[src/rtl/pinmux_pkg.sv]
package pinmux_pkg;

  typedef struct packed {
    logic dout;
    logic oe;
    logic sben;
    logic lpm;
  } pad_ctl_t;

  typedef enum logic [1:0] {
    KS_LOCKED = 2'd0,
    KS_ARMED  = 2'd1,
    KS_OPEN   = 2'd2
  } kick_st_e;

  localparam logic [31:0] KEY_FIRST  = 32'hA5C3_1E70;
  localparam logic [31:0] KEY_SECOND = 32'h5B29_D4C6;

  localparam int unsigned ADDR_KICK0 = 12;
  localparam int unsigned ADDR_KICK1 = 13;
  localparam int unsigned ADDR_STAT  = 14;

  // Writable bits of selection word r
  function automatic logic [31:0] sel_mask(int nt, int nf, int r);
    logic [31:0] m;
    m = '0;
    for (int b = 0; b < 4; b++)
      if (r * 4 + b < nt)
        for (int f = 0; f < nf; f++) m[b*8+f] = 1'b1;
    return m;
  endfunction

  // Reset value of selection word r: default function in every used lane
  function automatic logic [31:0] sel_reset(int nt, int r);
    logic [31:0] v;
    v = '0;
    for (int b = 0; b < 4; b++)
      if (r * 4 + b < nt) v[b*8] = 1'b1;
    return v;
  endfunction

endpackage

[src/rtl/pinmux_kick.sv]
module pinmux_kick
  import pinmux_pkg::*;
(
  input  logic        clk,
  input  logic        rst,
  input  logic        kick_wr0,
  input  logic        kick_wr1,
  input  logic [31:0] wdata,
  output logic        unlocked
);

  kick_st_e st_q;

  always_ff @(posedge clk) begin
    if (rst) begin
      st_q <= KS_LOCKED;
    end else if (kick_wr0) begin
      if (wdata != KEY_FIRST)      st_q <= KS_LOCKED;
      else if (st_q == KS_LOCKED)  st_q <= KS_ARMED;
    end else if (kick_wr1) begin
      if (wdata == KEY_SECOND && st_q != KS_LOCKED) st_q <= KS_OPEN;
      else                                         st_q <= KS_LOCKED;
    end
  end

  assign unlocked = (st_q == KS_OPEN);

endmodule

[src/rtl/pinmux_regs.sv]
module pinmux_regs
  import pinmux_pkg::*;
#(
  parameter int NUM_TERM = 6,
  parameter int NUM_FUNC = 4,
  parameter int ADDR_W   = 4,
  localparam int NREG    = (NUM_TERM + 3) / 4
)(
  input  logic                clk,
  input  logic                rst,
  input  logic                bus_sel,
  input  logic                bus_wr,
  input  logic                bus_priv,
  input  logic [ADDR_W-1:0]   bus_addr,
  input  logic [31:0]         bus_wdata,
  input  logic                unlocked,
  output logic                kick_wr0,
  output logic                kick_wr1,
  output logic [NREG*32-1:0]  cfg_flat,
  output logic [31:0]         bus_rdata,
  output logic                err_flag
);

  logic wr_ok, wr_unpriv, ctrl_hit, wr_locked, err_clr;
  logic [31:0] rd_mux;

  assign wr_ok     = bus_sel & bus_wr & bus_priv;
  assign wr_unpriv = bus_sel & bus_wr & ~bus_priv;
  assign ctrl_hit  = (bus_addr < ADDR_W'(NREG));
  assign wr_locked = wr_ok & ctrl_hit & ~unlocked;
  assign kick_wr0  = wr_ok & (bus_addr == ADDR_W'(ADDR_KICK0));
  assign kick_wr1  = wr_ok & (bus_addr == ADDR_W'(ADDR_KICK1));
  assign err_clr   = wr_ok & (bus_addr == ADDR_W'(ADDR_STAT)) & bus_wdata[0];

  genvar r;
  generate
    for (r = 0; r < NREG; r++) begin : g_word
      localparam logic [31:0] MASK = sel_mask(NUM_TERM, NUM_FUNC, r);
      localparam logic [31:0] RSTV = sel_reset(NUM_TERM, r);
      logic [31:0] word_q;
      always_ff @(posedge clk) begin
        if (rst)
          word_q <= RSTV;
        else if (wr_ok && unlocked && bus_addr == ADDR_W'(r))
          word_q <= bus_wdata & MASK;
      end
      assign cfg_flat[r*32 +: 32] = word_q;
    end
  endgenerate

  always_ff @(posedge clk) begin
    if (rst)                       err_flag <= 1'b0;
    else if (wr_unpriv || wr_locked) err_flag <= 1'b1;
    else if (err_clr)              err_flag <= 1'b0;
  end

  always_comb begin
    rd_mux = '0;
    for (int i = 0; i < NREG; i++)
      if (bus_addr == ADDR_W'(i)) rd_mux = cfg_flat[i*32 +: 32];
    if (bus_addr == ADDR_W'(ADDR_STAT)) rd_mux = {30'd0, unlocked, err_flag};
  end

  always_ff @(posedge clk) begin
    if (rst)                    bus_rdata <= '0;
    else if (bus_sel && !bus_wr) bus_rdata <= rd_mux;
  end

endmodule

[src/rtl/pinmux_lane.sv]
module pinmux_lane
  import pinmux_pkg::*;
#(
  parameter int NUM_FUNC = 4,
  localparam int IW      = (NUM_FUNC > 1) ? $clog2(NUM_FUNC) : 1
)(
  input  logic                clk,
  input  logic                rst,
  input  logic [NUM_FUNC-1:0] sel,
  input  pad_ctl_t            fn [NUM_FUNC],
  output pad_ctl_t            pad_q
);

  logic [IW-1:0] idx, pick;

  always_comb begin
    idx = '0;
    for (int f = 0; f < NUM_FUNC; f++)
      if (sel[f]) idx = IW'(f);
    // anything other than a single set bit falls back to the default source
    pick = ($countones(sel) == 1) ? idx : '0;
  end

  always_ff @(posedge clk) begin
    if (rst) pad_q <= '0;
    else     pad_q <= fn[pick];
  end

endmodule

[src/rtl/pinmux_ctrl.sv]
module pinmux_ctrl
  import pinmux_pkg::*;
#(
  parameter int NUM_TERM = 6,
  parameter int NUM_FUNC = 4,
  parameter int ADDR_W   = 4,
  localparam int NREG    = (NUM_TERM + 3) / 4,
  localparam int NSRC    = NUM_TERM * NUM_FUNC
)(
  input  logic                clk,
  input  logic                rst,
  input  logic                bus_sel,
  input  logic                bus_wr,
  input  logic                bus_priv,
  input  logic [ADDR_W-1:0]   bus_addr,
  input  logic [31:0]         bus_wdata,
  output logic [31:0]         bus_rdata,
  output logic                err_flag,
  input  logic [NSRC-1:0]     fn_dout,
  input  logic [NSRC-1:0]     fn_oe,
  input  logic [NSRC-1:0]     fn_sben,
  input  logic [NSRC-1:0]     fn_lpm,
  output logic [NUM_TERM-1:0] pad_dout,
  output logic [NUM_TERM-1:0] pad_oe,
  output logic [NUM_TERM-1:0] pad_sben,
  output logic [NUM_TERM-1:0] pad_lpm
);

  logic               kick_wr0, kick_wr1, unlocked;
  logic [NREG*32-1:0] cfg_flat;

  pinmux_kick u_kick (
    .clk      (clk),
    .rst      (rst),
    .kick_wr0 (kick_wr0),
    .kick_wr1 (kick_wr1),
    .wdata    (bus_wdata),
    .unlocked (unlocked)
  );

  pinmux_regs #(
    .NUM_TERM (NUM_TERM),
    .NUM_FUNC (NUM_FUNC),
    .ADDR_W   (ADDR_W)
  ) u_regs (
    .clk       (clk),
    .rst       (rst),
    .bus_sel   (bus_sel),
    .bus_wr    (bus_wr),
    .bus_priv  (bus_priv),
    .bus_addr  (bus_addr),
    .bus_wdata (bus_wdata),
    .unlocked  (unlocked),
    .kick_wr0  (kick_wr0),
    .kick_wr1  (kick_wr1),
    .cfg_flat  (cfg_flat),
    .bus_rdata (bus_rdata),
    .err_flag  (err_flag)
  );

  genvar t;
  generate
    for (t = 0; t < NUM_TERM; t++) begin : g_term
      pad_ctl_t fn_set [NUM_FUNC];
      pad_ctl_t pad_w;

      always_comb begin
        for (int f = 0; f < NUM_FUNC; f++) begin
          fn_set[f].dout = fn_dout[t*NUM_FUNC+f];
          fn_set[f].oe   = fn_oe[t*NUM_FUNC+f];
          fn_set[f].sben = fn_sben[t*NUM_FUNC+f];
          fn_set[f].lpm  = fn_lpm[t*NUM_FUNC+f];
        end
      end

      pinmux_lane #(.NUM_FUNC(NUM_FUNC)) u_lane (
        .clk   (clk),
        .rst   (rst),
        .sel   (cfg_flat[t*8 +: NUM_FUNC]),
        .fn    (fn_set),
        .pad_q (pad_w)
      );

      assign pad_dout[t] = pad_w.dout;
      assign pad_oe[t]   = pad_w.oe;
      assign pad_sben[t] = pad_w.sben;
      assign pad_lpm[t]  = pad_w.lpm;
    end
  endgenerate

endmodule

[config.mk]
export PLATFORM = sky130hd
export DESIGN_NAME = pinmux_ctrl
export DESIGN_NICKNAME = d
export VERILOG_FILES = /design/src/rtl/pinmux_pkg.sv /design/src/rtl/pinmux_kick.sv /design/src/rtl/pinmux_regs.sv /design/src/rtl/pinmux_lane.sv /design/src/rtl/pinmux_ctrl.sv
export SDC_FILE = /design/constraint.sdc
export NUM_CORES = 1
export LEC_CHECK = 0
export BUFFER_PORTS_ARGS = -buffer_cell sky130_fd_sc_hd__buf_2
export CAP_MARGIN = 0
export CORE_MARGIN = 2
export CORE_UTILIZATION = 46
export DETAILED_ROUTE_END_ITERATION = 7
export GPL_TIMING_DRIVEN = 0
export PLACE_DENSITY_LB_ADDON = 0.15
export SYNTH_ARGS = -nofsm -noshare
export SYNTH_HDL_FRONTEND = slang
export SYNTH_SLANG_ARGS = --single-unit
[constraint.sdc]
create_clock -name clk -period 3.9 [get_ports clk]
set_clock_uncertainty 0.15 [all_clocks]
set_input_delay 0.39 -clock clk [delete_from_list [all_inputs] [get_ports clk]]
set_output_delay 0.39 -clock clk [all_outputs]
set_load 0.02 [all_outputs]
**Word level (Yosys, flattened, before mapping)**

Cells that the tools add are included.

- Divide/modulo/power cells: 0
- Multiply operators: 0
- Mux-type cells: 52
- Shifts and indexed selects: 0
- Reduce and logical (&&, ||, !) cells: 13
- Add/sub/neg operators: 18
- $lt $le $gt $ge: 7
- Eq/ne operators: 14
- Bitwise logic cells: 17

Operator list:

| operator | number |
|---|---|
| 32-bit adder | 6 |
| 32-bit by 2-bit equality test with 1-bit output, second input constant | 6 |
| 28-bit 2-to-1 mux | 3 |
| 4-bit binary-select mux with 2-bit select | 6 |
| 4-bit 2-to-1 mux | 12 |
| 2-bit 2-to-1 mux | 23 |
| 32-bit by 31-bit equality test with 1-bit output, second input constant | 1 |
| 32-bit != test, second input constant | 1 |
| 1-bit by 1-bit adder with 2-bit output | 12 |
| 3-bit >= comparator, second input constant | 6 |
| 2-bit inverter with 3-bit output | 6 |
| 4-bit equality test, second input constant | 3 |
| 1-bit bitwise AND | 9 |
| 1-bit 2-to-1 mux | 8 |
| 2-bit nonzero test | 3 |
| 1-bit logical AND | 5 |
| 4-bit by 1-bit equality test with 1-bit output, second input constant | 1 |
| 4-bit zero test | 1 |
| 4-bit by 2-bit < comparator with 1-bit output, second input constant | 1 |
| 3-bit by 1-bit != test with 1-bit output, second input constant | 1 |
| 2-bit equality test, second input constant | 1 |
| 2-bit zero test | 1 |
| 1-bit inverter | 2 |
| 2-bit AND reduction | 1 |
| 2 further kinds | 2 |

- Latch bits: 0
- Output and inout bits: 57
- Word-level logic and storage cells: 150
- Bits in registers: 83
- Bits in read-only memories: 0
- Memories: 0
- Bits in writable memories: 0

**Depth between registers and ports, before layout**

- Word-level depth: 8
- Depth in mapped cells: 9
- Depth with buffers taken out: 8

**Modules after synthesis**

From an unflattened synthesis, not the netlist that was laid out.

- Cells, all modules: 535
- Area, all modules: 4710.8 um^2

By module, submodules not included:

| module | sequential area each (um^2) | cells an instance | area an instance (um^2) | times used |
|---|---|---|---|---|
| pinmux_regs | 820.8 | 244 | 2232.1 | 1 |
| pinmux_lane | 80.1 | 43 | 362.8 | 6 |
| pinmux_kick | 40.0 | 33 | 301.5 | 1 |

**Worst setup path before layout**

No wires, ideal clock.

- Path kind: register -> register
- From: register u_regs.g_word[0].word_q[27]
- To: register g_term[3].u_lane.pad_q[0] (netlist name)
- Cell stages (with the launch flop): 10
- Arrival: 2.636 ns
- Slack: 0.979 ns
- Path through: dfxtp_1 > inv_1 > ha_1 > ha_1 > fa_1 > or4b_1 > clkbuf_1 > or3_1 > o32ai_1 > a211oi_1

- Longest elaborated chain between the ends: 8
- Elaborated cells on any way between the ends: 9

Ends and longest elaborated chain:

| element | RTL line | RTL |
|---|---|---|
| from (decl) | pinmux_regs.sv:40 | `logic [31:0] word_q;` |
| from (signal assigned) | pinmux_regs.sv:45 | `word_q <= bus_wdata & MASK;` |
| 1-bit by 1-bit adder with 2-bit output (not written as such) | pinmux_lane.sv:21 | `pick = ($countones(sel) == 1) ? idx : '0;` |
| 32-bit adder (not written as such) | pinmux_lane.sv:21 |  |
| 32-bit by 2-bit equality test with 1-bit output | pinmux_lane.sv:21 |  |
| 2-bit 2-to-1 mux (*) | pinmux_lane.sv:21 |  |
| 2-bit inverter with 3-bit output (not written as such) (*) | pinmux_lane.sv:26 | `else pad_q <= fn[pick];` |
| 4-bit binary-select mux with 2-bit select (*) | pinmux_lane.sv:26 |  |
| 4-bit 2-to-1 mux (not written as such) (*) (2 in series) | pinmux_lane.sv:26 |  |
| to (signal assigned) | pinmux_lane.sv:26 |  |
| to (decl) | pinmux_lane.sv:11 | `output pad_ctl_t pad_q` |

Mark *: on every way between the ends. The rest lies on a longest branch, timed or not. The select of a mux whose other input is x is not followed.
A chain may end at the register's enable or synchronous reset.

**Final worst setup path**

Same ends and word-level chain as after synthesis.

==> flow_summary_export.csv <==
group,metric,value,unit
outcome,outcome,"complete, no violations",
clocking,cts_setup_buffers,0,
clocking,clock_latency,0.35,ns
clocking,numCtsBuffers,9,
sta,finalCritPeriodShare,0.823,
logic_synthesis,ys_seq_elements,67,
logic_synthesis,synth_edf_count,0,
route,drc,0,
route,first_iter_violations,154,
global_routing,first_global_vias,3488,
route,wl,10.7,mm
logic_synthesis,syn_avg_cell_area,9.72,um^2
floorplanning,ios,194,
placement,numPortBuffers,177,
sta,relSlewSlack,0.249,
power,p_sw,368,uW
power,p_sw_frac,0.242,
layout,antenna_cells,0,
power,combPwrFrac,0.128,
layout,regArea,1340,um^2
power,p_seq_frac,0.462,
clocking,cts.sinks,67,
logic_synthesis,ys_types,42,
clocking,cts_tree,"built",
sta,timing.fmax,0.311,GHz
sta,hold_violations,0,
placement,place_congestion,0.801,
power,powerDensity,297,nW/um^2
worst_setup_path,crit_type,"flip-flop to flip-flop",
logic_synthesis,synthTopCellsByArea,"dfxtp_1 35%, mux2i_1 14%, ha_1 7.8%",
power,ir_drop,0.193,mV
logic_synthesis,yosysTopAreaCellShare,0.350,
layout,drive_gt1_frac,0.363,
layout,multiInputGateArea,2270,um^2
worst_setup_path,required,3.96,ns
clocking,path_clk_slew,0.07,ns
logic_synthesis,async_flop_share,0,
route,wl_per_cell,15.2,um
route,ant_nets,0,
clocking,ctsHtreeMaxLevel,3,
sta,slew_violations,0,
route,avgViaCountPerCell,5.31,
sta,tightest_slew,1.12,ns
power,p_int,1.15,mW
job,cap_violations,0,
sta,fin_crit,3.21,ns
logic_synthesis,synth_area_leader_cell,"dfxtp_1",
worst_setup_path,slowest_stage,"or4b_1",
floorplanning,core_area,8130,um^2
floorplanning,start_util,0.471,
logic_synthesis,ys.flop_type,"dfxtp_1",
route,dr_wl_met3,620,um
route,routed-wl-met2,5.18,mm
sta,rsz0062_at_grt,"false",
logic_synthesis,ys_warn_count,0,
layout,n_fill_cell,745,
layout,area_growth,33.6,%
worst_setup_path,critPathMaxStageDelay,0.52,ns
placement,post-dp-hpwl,8.42,mm
global_routing,overflow,0,
clocking,ctsHoldBuffers,0,
sta,timing.hold.ws,0.149,ns
sta,setup_viol,0,
global_routing,antenna_found_initial,0,
worst_setup_path,end_kind,"flip-flop",
route,highest_layer,"met4",
floorplanning,rows,33,
layout,nets,764,
worst_setup_path,path_max_fanout,9,
global_routing,grt_use_total,0.235,
global_routing,grt_pass1_wl,16.5,mm
floorplanning,die_x,95.3,um
floorplanning,fp.dieH,95.3,um
power,p_leak,2.64,nW
worst_setup_path,cp_cell_sequence,"inv_1 > ha_1 > ha_1 > fa_1 > or4b_1 > clkbuf_1 > or3_1 > o32ai_1 > a211oi_1",
layout,layout_commonest_cell,"buf_2",
logic_synthesis,synth_area,3830,um^2
layout,layout_common_cells,"178 x buf_2, 67 x dfxtp_1, 52 x mux2i_1, 48 x nor2_1, 25 x a211oi_1",
sta,tns,0,ns
global_routing,grt_max_degree,11,
clocking,clockRootBuffer,"clkbuf_8",
logic_synthesis,netlist_instances,394,
clocking,cts_buffer_depth,2,
worst_hold_path,hold_class,"input pin to flip-flop",
worst_setup_path,startpoint_type,"flip-flop",
worst_setup_path,cp_common_cell,"ha_1",
power,clockPowerShare,0.410,
clocking,post_cts_resized,0,
route,met1_length,4.72,mm
floorplanning,die_area,9070,um^2
route,vias,3748,
logic_synthesis,seq_area_frac_synth,0.350,
worst_setup_path,critPathArrivalTime,3.27,ns
route,dr.pass1.iters,4,
-- synth_stat cells, drive strengths merged (3+ instances only) --
cell type / number
dfxtp: 67
mux2i: 52
nor2: 48
a211oi: 25
ha: 24
o32ai: 24
buf: 22
inv: 18
clkbuf: 14
a21oi: 8
a22oi: 8
nor2b: 8
nor3: 8
or3: 7
or4b: 7
a211o: 6
fa: 6
nor4bb: 6
o211ai: 6
nand3: 4
nand2b: 3
nand4b: 3
-- final timing paths --
kind              slack [ns]                          end                        start  cells after the start
setup reg to reg        0.69    g_term[3].u_lane.pad_q[0]  u_regs.g_word[0].word_q[27]                      9
setup / recovery        0.69    g_term[3].u_lane.pad_q[0]  u_regs.g_word[0].word_q[27]                      9
hold reg to reg         0.35              u_regs.err_flag              u_regs.err_flag                      2
hold / removal          0.15  u_regs.g_word[0].word_q[18]                bus_wdata[18]                      3
-- metal layers --
layer	vias up	GRT usage
met1	1758	0.300
li1	1857	-
met4	0	0.0930
met5	-	0
met2	113	0.400
met3	20	0.0340
-- per-stage QoR --
stage	worst slack [ns]	util	area [um^2]	instances	total power, mW
floorplan	0.979	-	3890	409	0.808
global placement	0.757	0.603	4900	691	0.909
detailed placement	0.694	0.603	4900	691	0.913
CTS	0.684	0.629	5120	706	1.52
global route	0.511	0.629	5120	706	1.58
finish	0.689	0.629	5120	706	1.52
-- flip-flops by register name (all words and copies together), names as in the netlist --
| register | cells |
|---|---|
| g_term.u_lane.pad_q | 24 |
| u_kick.st_q | 2 |
| u_regs.bus_rdata | 16 |
| u_regs.err_flag | 1 |
| u_regs.g_word.word_q | 24 |
-- critical path: cells and delay by family (launching register included) --
kind / cells / cell delay [ns]
compound gates: 2 / 0.25
flops: 1 / 0.46
fa+ha+maj: 3 / 0.95
simple gates: 2 / 0.99
buf+inv: 2 / 0.28
-- power groups by stage --
stage / sequential, mW / combinational (mW) / clock (mW)
2_1_floorplan: 0.738 / 0.0705 / 0
3_3_place_gp: 0.718 / 0.191 / 0
3_5_place_dp: 0.718 / 0.194 / 0
4_1_cts: 0.703 / 0.195 / 0.627
5_1_grt: 0.704 / 0.213 / 0.659
6_report: 0.702 / 0.195 / 0.624
-- logic make-up (layout without fill, tap and decap cells) --
logic type | after synthesis | after routing | share of synthesized area
other cells | 1 | 16 | 0.000979
flops | 67 | 67 | 0.350
simple gates | 109 | 109 | 0.163
fa+ha+maj | 30 | 30 | 0.110
compound gates | 81 | 81 | 0.167
mux | 52 | 52 | 0.136
buf+inv | 54 | 246 | 0.0728
-- area by class of cell --
type	instances	share of cell area
Tap cell	105	0.0257
Inverter	18	0.0132
Sequential cell	67	0.262
Clock buffer	14	0.0357
Multi-Input combinational cell	288	0.443
Timing Repair Buffer	177	0.173
Clock inverter	1	0.00587
Buffer	36	0.0413
(Power assumes the default switching activity.)
